===== src/rtl/latched_sel8.sv =====
module latched_sel8 #(
  parameter int N_IN  = 8,
  localparam int SEL_W = $clog2(N_IN)
) (
  input  logic             clk,
  input  logic             rst_n,
  input  logic [N_IN-1:0]  dat_in,
  input  logic             dat_open_n,
  input  logic [SEL_W-1:0] sel_in,
  input  logic             sel_open_n,
  input  logic             oe_a_n,
  input  logic             oe_b_n,
  input  logic             oe_c,
  output logic             y,
  output logic             y_n,
  output logic             out_drive
);

  logic [N_IN-1:0]  dat_q;
  logic [SEL_W-1:0] sel_q;
  logic [N_IN-1:0]  dat_eff;
  logic [SEL_W-1:0] sel_eff;

  always_ff @(posedge clk) begin
    if (!rst_n) begin
      dat_q <= '0;
      sel_q <= '0;
    end else begin
      if (!dat_open_n) dat_q <= dat_in;
      if (!sel_open_n) sel_q <= sel_in;
    end
  end

  assign dat_eff   = dat_open_n ? dat_q : dat_in;
  assign sel_eff   = sel_open_n ? sel_q : sel_in;
  assign y         = dat_eff[sel_eff];
  assign y_n       = ~y;
  assign out_drive = ~oe_a_n & ~oe_b_n & oe_c;

  p_live_path_r1: assert property (@(posedge clk) disable iff (!rst_n)
    (!dat_open_n && !sel_open_n) |-> (y == dat_in[sel_in]));

  p_data_hold_r2: assert property (@(posedge clk) disable iff (!rst_n)
    dat_open_n |=> $stable(dat_q));

  p_addr_live_r3: assert property (@(posedge clk) disable iff (!rst_n)
    (!sel_open_n && dat_open_n) |-> (y == dat_q[sel_in]));

  p_addr_hold_r4: assert property (@(posedge clk) disable iff (!rst_n)
    sel_open_n |=> $stable(sel_q));

  p_oe_gate_r6: assert property (@(posedge clk) disable iff (!rst_n)
    out_drive |-> (!oe_a_n && !oe_b_n && oe_c));

  p_complement_r8: assert property (@(posedge clk) disable iff (!rst_n)
    y != y_n);

endmodule


===== config.mk =====
export PLATFORM = sky130hd
export DESIGN_NAME = latched_sel8
export DESIGN_NICKNAME = d
export VERILOG_FILES = /design/src/rtl/latched_sel8.sv
export SDC_FILE = /design/constraint.sdc
export NUM_CORES = 1
export LEC_CHECK = 0
export BUFFER_PORTS_ARGS = -buffer_cell sky130_fd_sc_hd__buf_2
export CORE_MARGIN = 10
export CORE_UTILIZATION = 40
export DETAILED_ROUTE_END_ITERATION = 6
export PLACE_DENSITY = 0.71
export REMOVE_ABC_BUFFERS = 1
export SLEW_MARGIN = 20
export SYNTH_ARGS = -nofsm -noshare
export SYNTH_HDL_FRONTEND = slang
export SYNTH_SLANG_ARGS = --single-unit

===== constraint.sdc =====
create_clock -name clk -period 1.3 [get_ports clk]
set_input_delay 0.065 -clock clk [delete_from_list [all_inputs] [get_ports clk]]
set_output_delay 0.065 -clock clk [all_outputs]
set_load 0.02 [all_outputs]

==> reports/metrics.yaml, run 1 <==
cpLargestDelayFamily: "multiplexers"
ys_types: 24
rsz0062_at_grt: "true"
hold_class: "input port to register"
htree_levels: 1
wirelength_um: 1340
slew_viol_final: 0
diodes: 0
dpl.hpwl_um: 1070
critPathArrivalTime_ns: 1.65
post_drt_wl_per_cell_um: 13.3
postLayoutSetupSlackWorst_ns: -0.412
ys_seq_area_frac: 0.359
yosys_warnings: 0
drt-initial-drc-count: 3
power.leakage_nw: 0.354
fmax_mhz: 584
min_period_ns: 1.71
ios: 21
crit_type: "register to output port"
met2_usage: 0.131
finalHoldViolCount: 0
grt_use_met3: 0.0343
fill_cells: 153
syn_inst: 60
place.gp.congestion: 0.696
ant_nets: 0
synth_area_um2: 613
grt.met1_usage: 0.0889
layout.nets: 104
cp_max_fo: 7
vias: 528
syn_avg_cell_area_um2: 10.2
root_buffer: "clkbuf_4"
timing.rr.end: "sel_q[0]"
fp-row-count: 14
cts_buffers: 3
worst-slew-pin-transition_ns: 0.265
clkSinkCount: 11
hold_depth: 3
grt_max_degree: 12
setup_viol: 2
clkTransAtPathRegs_ns: 0.07
cts_tree: "done"
fin_util: 0.535
required_ns: 1.24
core_um2: 1470
area_growth_pct: 28.4
r2r_start: "sel_q[0]"
die_w_um: 59.2
finalPower_uw: 795
drive_gt1_frac: 0.388
startpoint_type: "register"
routed_via_density: 5.23
grt_pass1_wl_um: 2210
dieHeight_um: 59.2
worst_path_largest_cell_delay_ns: 0.34
period_share: 1.32
cp_slowest_cell: "a311o_1"
slew_headroom: 0.820
drc: 0
irDropWorstVdd_mv: 0.558
start_util: 0.417
r2r_slack_ns: 0.29
violations: "negative setup slack"
numPortBuffers: 20
drtPass1Iterations: 2
critPathBufInv: 1
insertion_delay_ns: 0.26
hold_end: "dat_q[3]"
hold_slack_ns: 0.0711
cts.path.max_buffers: 2
maxCapViolCount: 0
fin_skew_ns: 0
r2r_cells: 3
antenna_found_initial: 0
hp-start: "dat_in[3]"
grt_usage: 0.0810
ys_seq_elements: 11
busiest_layer: "met2"
critPathCaptureType: "output port"
die_area_um2: 3500
grt_pass1_vias: 521
status: "complete, but fails checks"
grt_overflow: 0
powerDensity_nw_per_um2: 1010
crit_chain: "mux2i_4, mux4_2, o22ai_2, a311o_1, buf_6"
[cell usage in the layout (no fill, tap or decap), types with 2 or more instances in the layout]
| master | instances |
|---|---|
| mux2i_1 | 8 |
| a21boi_0 | 3 |
| buf_2 | 18 |
| nor2_1 | 4 |
| clkbuf_4 | 3 |
| buf_4 | 4 |
| a31oi_1 | 2 |
| buf_6 | 2 |
| nand2_1 | 4 |
| dfxtp_1 | 10 |
| nor2b_1 | 7 |
| nand2b_1 | 3 |
[how the worst max path moves through the flow]
stage           to  slack (ns)      from  cells after the start
2_1_floorplan    y       -0.17  sel_q[0]                      4
3_3_place_gp   y_n       -0.13  sel_q[0]                      5
3_5_place_dp   y_n       -0.18  sel_q[0]                      5
4_1_cts        y_n       -0.43  sel_q[0]                      5
5_1_grt        y_n       -0.48  sel_q[0]                      6
6_report       y_n       -0.41  sel_q[0]                      5
[routing by layer]
layer | wire length [um] | share of wire
met1 | 588 | 0.44
met2 | 678 | 0.51
met3 | 72 | 0.054
met4 | 0 | 0
met5 | 0 | 0
[power by group]
| part | internal [mW] | switching [mW] | leakage (nW) | total (mW) |
|---|---|---|---|---|
| Combinational | 0.107 | 0.0906 | 0.248 | 0.197 |
| Clock | 0.119 | 0.112 | 0.0150 | 0.231 |
| Sequential | 0.357 | 0.00994 | 0.0912 | 0.367 |
[stage by stage]
step / cells / TNS [ns] / instance area (um2) / worst slack (ns)
2_1_floorplan: 57 / -0.209 / 594 / -0.168
3_3_place_gp: 96 / -0.228 / 737 / -0.131
3_5_place_dp: 96 / -0.312 / 737 / -0.182
4_1_cts: 101 / -0.838 / 785 / -0.427
5_1_grt: 101 / -0.941 / 787 / -0.482
6_report: 101 / -0.801 / 787 / -0.412
[final cells by class]
type / count / area (um2) / share of cell area
Timing Repair Buffer: 24 / 143 / 0.181
Tap cell: 16 / 20.0 / 0.0254
Clock buffer: 4 / 26.3 / 0.0334
Multi-Input combinational cell: 46 / 377 / 0.479
Sequential cell: 11 / 221 / 0.281
[cell usage after synthesis (all sizes together)]
| master | count | share of area |
|---|---|---|
| a21boi | 3 | 0.037 |
| a21oi | 1 | 0.0082 |
| a2bb2oi | 1 | 0.014 |
| a311o | 1 | 0.016 |
| a311oi | 1 | 0.014 |
| a31oi | 2 | 0.020 |
| and2b | 1 | 0.014 |
| and3b | 1 | 0.014 |
| buf | 2 | 0.024 |
| clkbuf | 1 | 0.0061 |
| dfxtp | 11 | 0.36 |
| mux2i | 9 | 0.17 |
| mux4 | 2 | 0.086 |
| nand2 | 4 | 0.024 |
| nand2b | 3 | 0.031 |
| nand3b | 1 | 0.012 |
| nor2 | 4 | 0.024 |
| nor2b | 7 | 0.071 |
| nor3 | 1 | 0.0082 |
| nor3b | 1 | 0.012 |
| o21ai | 1 | 0.0082 |
| o22a | 1 | 0.016 |
| o22ai | 1 | 0.010 |
[timing repair]
action,4_1_cts,5_1_grt
hold endpoints to repair,0,0
pin swaps,0,0
setup buffers,1,0
hold buffers,0,0
gates resized for setup,6,1
setup endpoints to repair,2,2
[worst register-to-register path, delay by kind of cell, from the launching register on]
family / cells / cell delay, ns
flops: 1 / 0.33
buf+inv: 1 / 0.14
simple gates: 1 / 0.20
mux: 1 / 0.24
[registers in the layout (all words and copies together), names as in the netlist]
signal,count
dat_q,8
sel_q,3
[logic make-up (layout without fill, tap and decap cells)]
logic type	Yosys count	count (layout)	share of synthesized area
multiplexers	11	11	0.253
flip-flops	11	11	0.359
AND/OR/NAND/NOR	23	23	0.212
buffers and inverters	3	28	0.0306
AO/OA/AOI/OAI	12	12	0.145
No activity file was read; power rests on OpenSTA's default activity.
==> inputs of run 2 (changes only) <==
CTS_BUF_LIST = sky130_fd_sc_hd__clkbuf_8   (was default)
==> run 2 against run 1 <==
The flow still finishes with violations (negative setup slack); critical path depth unchanged; hold slack better by 0.026 ns; sequential cell count did not move; first-iteration DRC count unchanged; global-route usage grew 0.47 points; critical endpoint unchanged; largest cell class unchanged.
==> reports/metrics.yaml, run 2 (synthesized netlist as in run 1, its figures left out) <==
status: "complete, but fails checks"
violations: "negative setup slack"
vias: 540  # +2.3%
cts.path.max_buffers: 2  # unchanged
finalHoldViolCount: 0  # unchanged
dpl.hpwl_um: 1070  # unchanged
fp-row-count: 14  # unchanged
finalPower_uw: 907  # +14%
routed_via_density: 5.35  # +2.3%
clkSinkCount: 11  # unchanged
grt_pass1_wl_um: 2280  # +3.1%
multiInputGateArea_um2: 377  # unchanged
post_drt_wl_per_cell_um: 13.5  # +1.9%
design_area_um2: 806  # +2.4%
antenna_found_initial: 0  # unchanged
final_cell_mix: "18 x buf_2, 10 x dfxtp_1, 8 x mux2i_1"
worst-slew-pin-transition_ns: 0.263  # -0.00157 ns
maxCapViolCount: 0  # unchanged
critPathCaptureType: "output port"
drt-initial-drc-count: 3  # unchanged
dieHeight_um: 59.2  # unchanged
fmax_mhz: 598  # +2.4%
largest_register: "dat_q"
seqCellArea_um2: 221  # unchanged
drc: 0  # unchanged
period_share: 1.29  # -0.0309
slew_viol_final: 0  # unchanged
place.gp.congestion: 0.696  # unchanged
die_w_um: 59.2  # unchanged
ios: 21  # unchanged
cp_slowest_cell: "a311o_1"
root_buffer: "clkbuf_8"
final_common_cell: "buf_2"
crit_chain: "mux2i_4, mux4_2, o22ai_2, a311o_1, buf_6"
cpLargestDelayFamily: "multiplexers"
start_util: 0.417  # unchanged
fin_util: 0.548  # +0.0128
irDropWorstVdd_mv: 0.656  # +18%
slew_headroom: 0.821  # +0.00107
startpoint_type: "register"
grt_overflow: 0  # unchanged
cts_tree: "done"
critPathBufInv: 1  # unchanged
critPathArrivalTime_ns: 1.61  # -0.04 ns
setup_viol: 2  # unchanged
placed_area_um2: 737  # unchanged
cp_max_fo: 7  # unchanged
power.leakage_nw: 0.366  # +3.4%
drtPass1Iterations: 4  # +2
drive_gt1_frac: 0.388  # unchanged
crit_type: "register to output port"
diodes: 0  # unchanged
core_um2: 1470  # unchanged
fill_cells: 154  # +0.65%
min_period_ns: 1.67  # -0.0401 ns
cts_buffers: 3  # unchanged
worst_path_largest_cell_delay_ns: 0.34  # about the same
layout.nets: 104  # unchanged
top_regs: "dat_q: 8 flops, sel_q: 3 flops"
grt_pass1_vias: 544  # +4.4%
postLayoutSetupSlackWorst_ns: -0.372  # +0.0401 ns
powerDensity_nw_per_um2: 1130  # +11%
required_ns: 1.24  # about the same
rsz0062_at_grt: "true"
ant_nets: 0  # unchanged
grt_max_degree: 12  # unchanged
grt_usage: 0.0857  # +0.00474
fin_skew_ns: 0  # unchanged
htree_levels: 1  # unchanged
numPortBuffers: 20  # unchanged
clkTransAtPathRegs_ns: 0.05  # -0.02 ns
largest_reg_flops: 8  # unchanged
area_growth_pct: 31.4
wirelength_um: 1360  # +1.9%
hold_class: "input port to register"
die_area_um2: 3500  # unchanged
insertion_delay_ns: 0.24  # -0.02 ns
## run 2: cell count changes in the layout (fill, tap and decap cells not counted)
cell,before,now
clkbuf_1,1,0
clkbuf_4,3,0
clkbuf_8,0,3
inv_1,0,1
## run 2: path summary, 6_finish.rpt
path	startpoint	to	slack (ns)	cells after the start
worst max-delay path	sel_q[0]	y_n	-0.37	5
worst min-delay path	dat_in[3]	dat_q[3]	0.1	3
worst max register to register	sel_q[0]	sel_q[0]	0.30	3
worst min register to register	dat_q[5]	dat_q[5]	0.48	2
## run 2: final cells by class
cell class | count | area share
multi-input combinational | 46 | 0.467
tap | 16 | 0.0248
timing repair buffer | 24 | 0.177
sequential | 11 | 0.275
clock buffer | 3 | 0.0512
clock inverter | 1 | 0.00466
## run 2: stage by stage
step / std cells / TNS (ns) / hold WS [ns] / setup WS, ns
after global routing: 101 / -0.857 / 0.106 / -0.440
after detailed placement: 96 / -0.312 / 0.340 / -0.182
after CTS: 101 / -0.759 / 0.0956 / -0.388
after floorplan: 57 / -0.209 / 0.193 / -0.168
after global placement: 96 / -0.228 / 0.340 / -0.131
final: 101 / -0.717 / 0.0967 / -0.372
## run 2: timing repair
item | in CTS | in global routing
endpoints found under the setup margin | 2 | 2
endpoints found under the hold margin | 0 | 0
resized for setup | 6 | 1
hold buffers | 0 | 0
setup buffers | 1 | 0
## run 2: routing by layer
metal	vias to the layer above	share of wire	GRT usage
met3	5	0.087	0.0408
met1	245	0.41	0.0901
li1	270	-	-
met2	20	0.48	0.132
met4	0	0.028	0.0590
met5	-	0	0
## run 2: worst min-delay path: cells and delay by family
family | cells | cell delay (ns)
AND/OR/NAND/NOR | 1 | 0.10
buffers and inverters | 1 | 0.08
multiplexers | 1 | 0.06
## run 2: power by group
group / switching, mW / internal [mW] / total (mW)
Combinational: 0.0897 / 0.107 / 0.196
Sequential: 0.00978 / 0.358 / 0.368
Clock: 0.135 / 0.208 / 0.343
==> inputs of run 3 (changes only) <==
CTS_BUF_LIST = sky130_fd_sc_hd__clkbuf_16   (was sky130_fd_sc_hd__clkbuf_8)
==> run 3 against run 2 <==
The run still ends with negative setup slack left; critical endpoint unchanged; critical path type unchanged; highest routed layer unchanged; total power up 24%; wire length grew 0.37%; hold slack better by 0.0022 ns; clock skew stayed put; sequential power is essentially flat.
==> reports/metrics.yaml, run 3 (synthesized netlist as in run 1, its figures left out) <==
core_um2: 1470  # unchanged
grt_pass1_vias: 544  # unchanged
power.leakage_nw: 0.381  # +4.2%
fmax_mhz: 599  # +0.14%
ios: 21  # unchanged
drtPass1Iterations: 4  # unchanged
drc: 0  # unchanged
setup_tns_ns: -0.708  # +0.00839 ns
area_growth_pct: 36.9
diodes: 0  # unchanged
finalHoldViolCount: 0  # unchanged
cts.path.max_buffers: 2  # unchanged
required_ns: 1.24  # about the same
irDropWorstVdd_mv: 0.968  # +48%
critPathArrivalTime_ns: 1.61  # about the same
hold_end: "dat_q[3]"
cts-hold-fix-buffers: 0  # unchanged
numPortBuffers: 20  # unchanged
dieHeight_um: 59.2  # unchanged
finalPower_mw: 1.12  # +24%
fin_util: 0.571  # +0.0230
start_util: 0.417  # unchanged
clkSinkCount: 11  # unchanged
dpl.hpwl_um: 1070  # unchanged
top_regs: "dat_q: 8 flops, sel_q: 3 flops"
critPathCaptureType: "output port"
place.gp.congestion: 0.696  # unchanged
fp-row-count: 14  # unchanged
root_buffer: "clkbuf_16"
worst-slew-pin-transition_ns: 0.263  # -0.000501 ns
drt-initial-drc-count: 5  # +2
die_w_um: 59.2  # unchanged
period_share: 1.28  # -0.00176
violations: "negative setup slack"
final_common_cell: "buf_2"
r2r_cells: 3  # unchanged
timing.rr.end: "sel_q[0]"
wirelength_um: 1370  # +0.37%
hold_slack_ns: 0.0988  # +0.00220 ns
place_ws_ns: -0.182  # unchanged
ant_nets: 0  # unchanged
cp_max_fo: 7  # unchanged
cp_slowest_cell: "a311o_1"
crit_type: "register to output port"
vias: 532  # -1.5%
status: "complete, but fails checks"
grt_overflow: 0  # unchanged
min_period_ns: 1.67  # -0.00229 ns
powerDensity_nw_per_um2: 1340  # +19%
fin_skew_ns: 0  # unchanged
crit_chain: "mux2i_4, mux4_2, o22ai_2, a311o_1, buf_6"
antenna_found_initial: 0  # unchanged
htree_levels: 1  # unchanged
clkTransAtPathRegs_ns: 0.04  # about the same
cts_buffers: 3  # unchanged
hp-start: "dat_in[3]"
postLayoutSetupSlackWorst_ns: -0.370  # +0.00229 ns
r2r_start: "sel_q[0]"
cpLargestDelayFamily: "multiplexers"
hold_class: "input port to register"
cts_tree: "done"
grt_usage: 0.0862  # +0.000468
post_drt_wl_per_cell_um: 13.6  # +0.37%
largest_reg_flops: 8  # unchanged
hold_depth: 3  # unchanged
grt_max_degree: 12  # unchanged
maxCapViolCount: 0  # unchanged
rsz0062_at_grt: "true"
critPathBufInv: 1  # unchanged
startpoint_type: "register"
insertion_delay_ns: 0.24  # about the same
worst_path_largest_cell_delay_ns: 0.34  # about the same
layout.nets: 104  # unchanged
drive_gt1_frac: 0.388  # unchanged
setup_viol: 2  # unchanged
r2r_slack_ns: 0.30  # about the same
final_cell_mix: "18 x buf_2, 10 x dfxtp_1, 8 x mux2i_1"
routed_via_density: 5.27  # -1.5%
slew_viol_final: 0  # unchanged
slew_headroom: 0.821  # about the same
grt_pass1_wl_um: 2290  # +0.57%
die_area_um2: 3500  # unchanged
largest_register: "dat_q"
==> run 3: cell counts in the layout (fill, tap and decap cells not counted) <==
No cell type changed its count.
==> run 3: what timing repair did <==
| action | CTS | global route |
|---|---|---|
| resized for setup | 6 | 1 |
| endpoints found under the setup margin | 2 | 2 |
| buffers inserted | 1 | 0 |
==> run 3: cell type report <==
cell class / count / area, um2
repair buffers: 24 / 143
fillers: 147 / 632
well taps: 16 / 20.0
clock inverters: 1 / 3.75
flip-flops and latches: 11 / 221
multi-input cells: 46 / 377
clock buffers: 3 / 75.1
==> run 3: layer usage <==
layer	GRT usage	part of all wire	vias up
met5	0	0	-
met4	0.0590	0.027	0
met3	0.0408	0.078	4
met2	0.132	0.47	14
met1	0.0915	0.42	243
li1	-	-	271
==> run 3: worst reg2reg max path, cell delays in order (launching register included) <==
cell and delay (ns):
dfxtp_2 0.32, mux2i_4 0.23, buf_6 0.14, and2b_2 0.20
==> run 3: through the flow <==
step / std cells / instance area, um2
2_1_floorplan: 57 / 594
3_3_place_gp: 96 / 737
3_5_place_dp: 96 / 737
4_1_cts: 101 / 837
5_1_grt: 101 / 840
6_report: 101 / 840
==> run 3: worst max-delay path by stage <==
stage          endpoint      from  slack, ns  cells after the start
2_1_floorplan         y  sel_q[0]      -0.17                      4
3_3_place_gp        y_n  sel_q[0]      -0.13                      5
3_5_place_dp        y_n  sel_q[0]      -0.18                      5
4_1_cts             y_n  sel_q[0]      -0.38                      5
5_1_grt             y_n  sel_q[0]      -0.43                      6
6_report            y_n  sel_q[0]      -0.37                      5
==> run 3: power breakdown <==
group	switching [mW]	internal (mW)
registers	0.00981	0.359
clock network	0.156	0.404
logic	0.0900	0.107
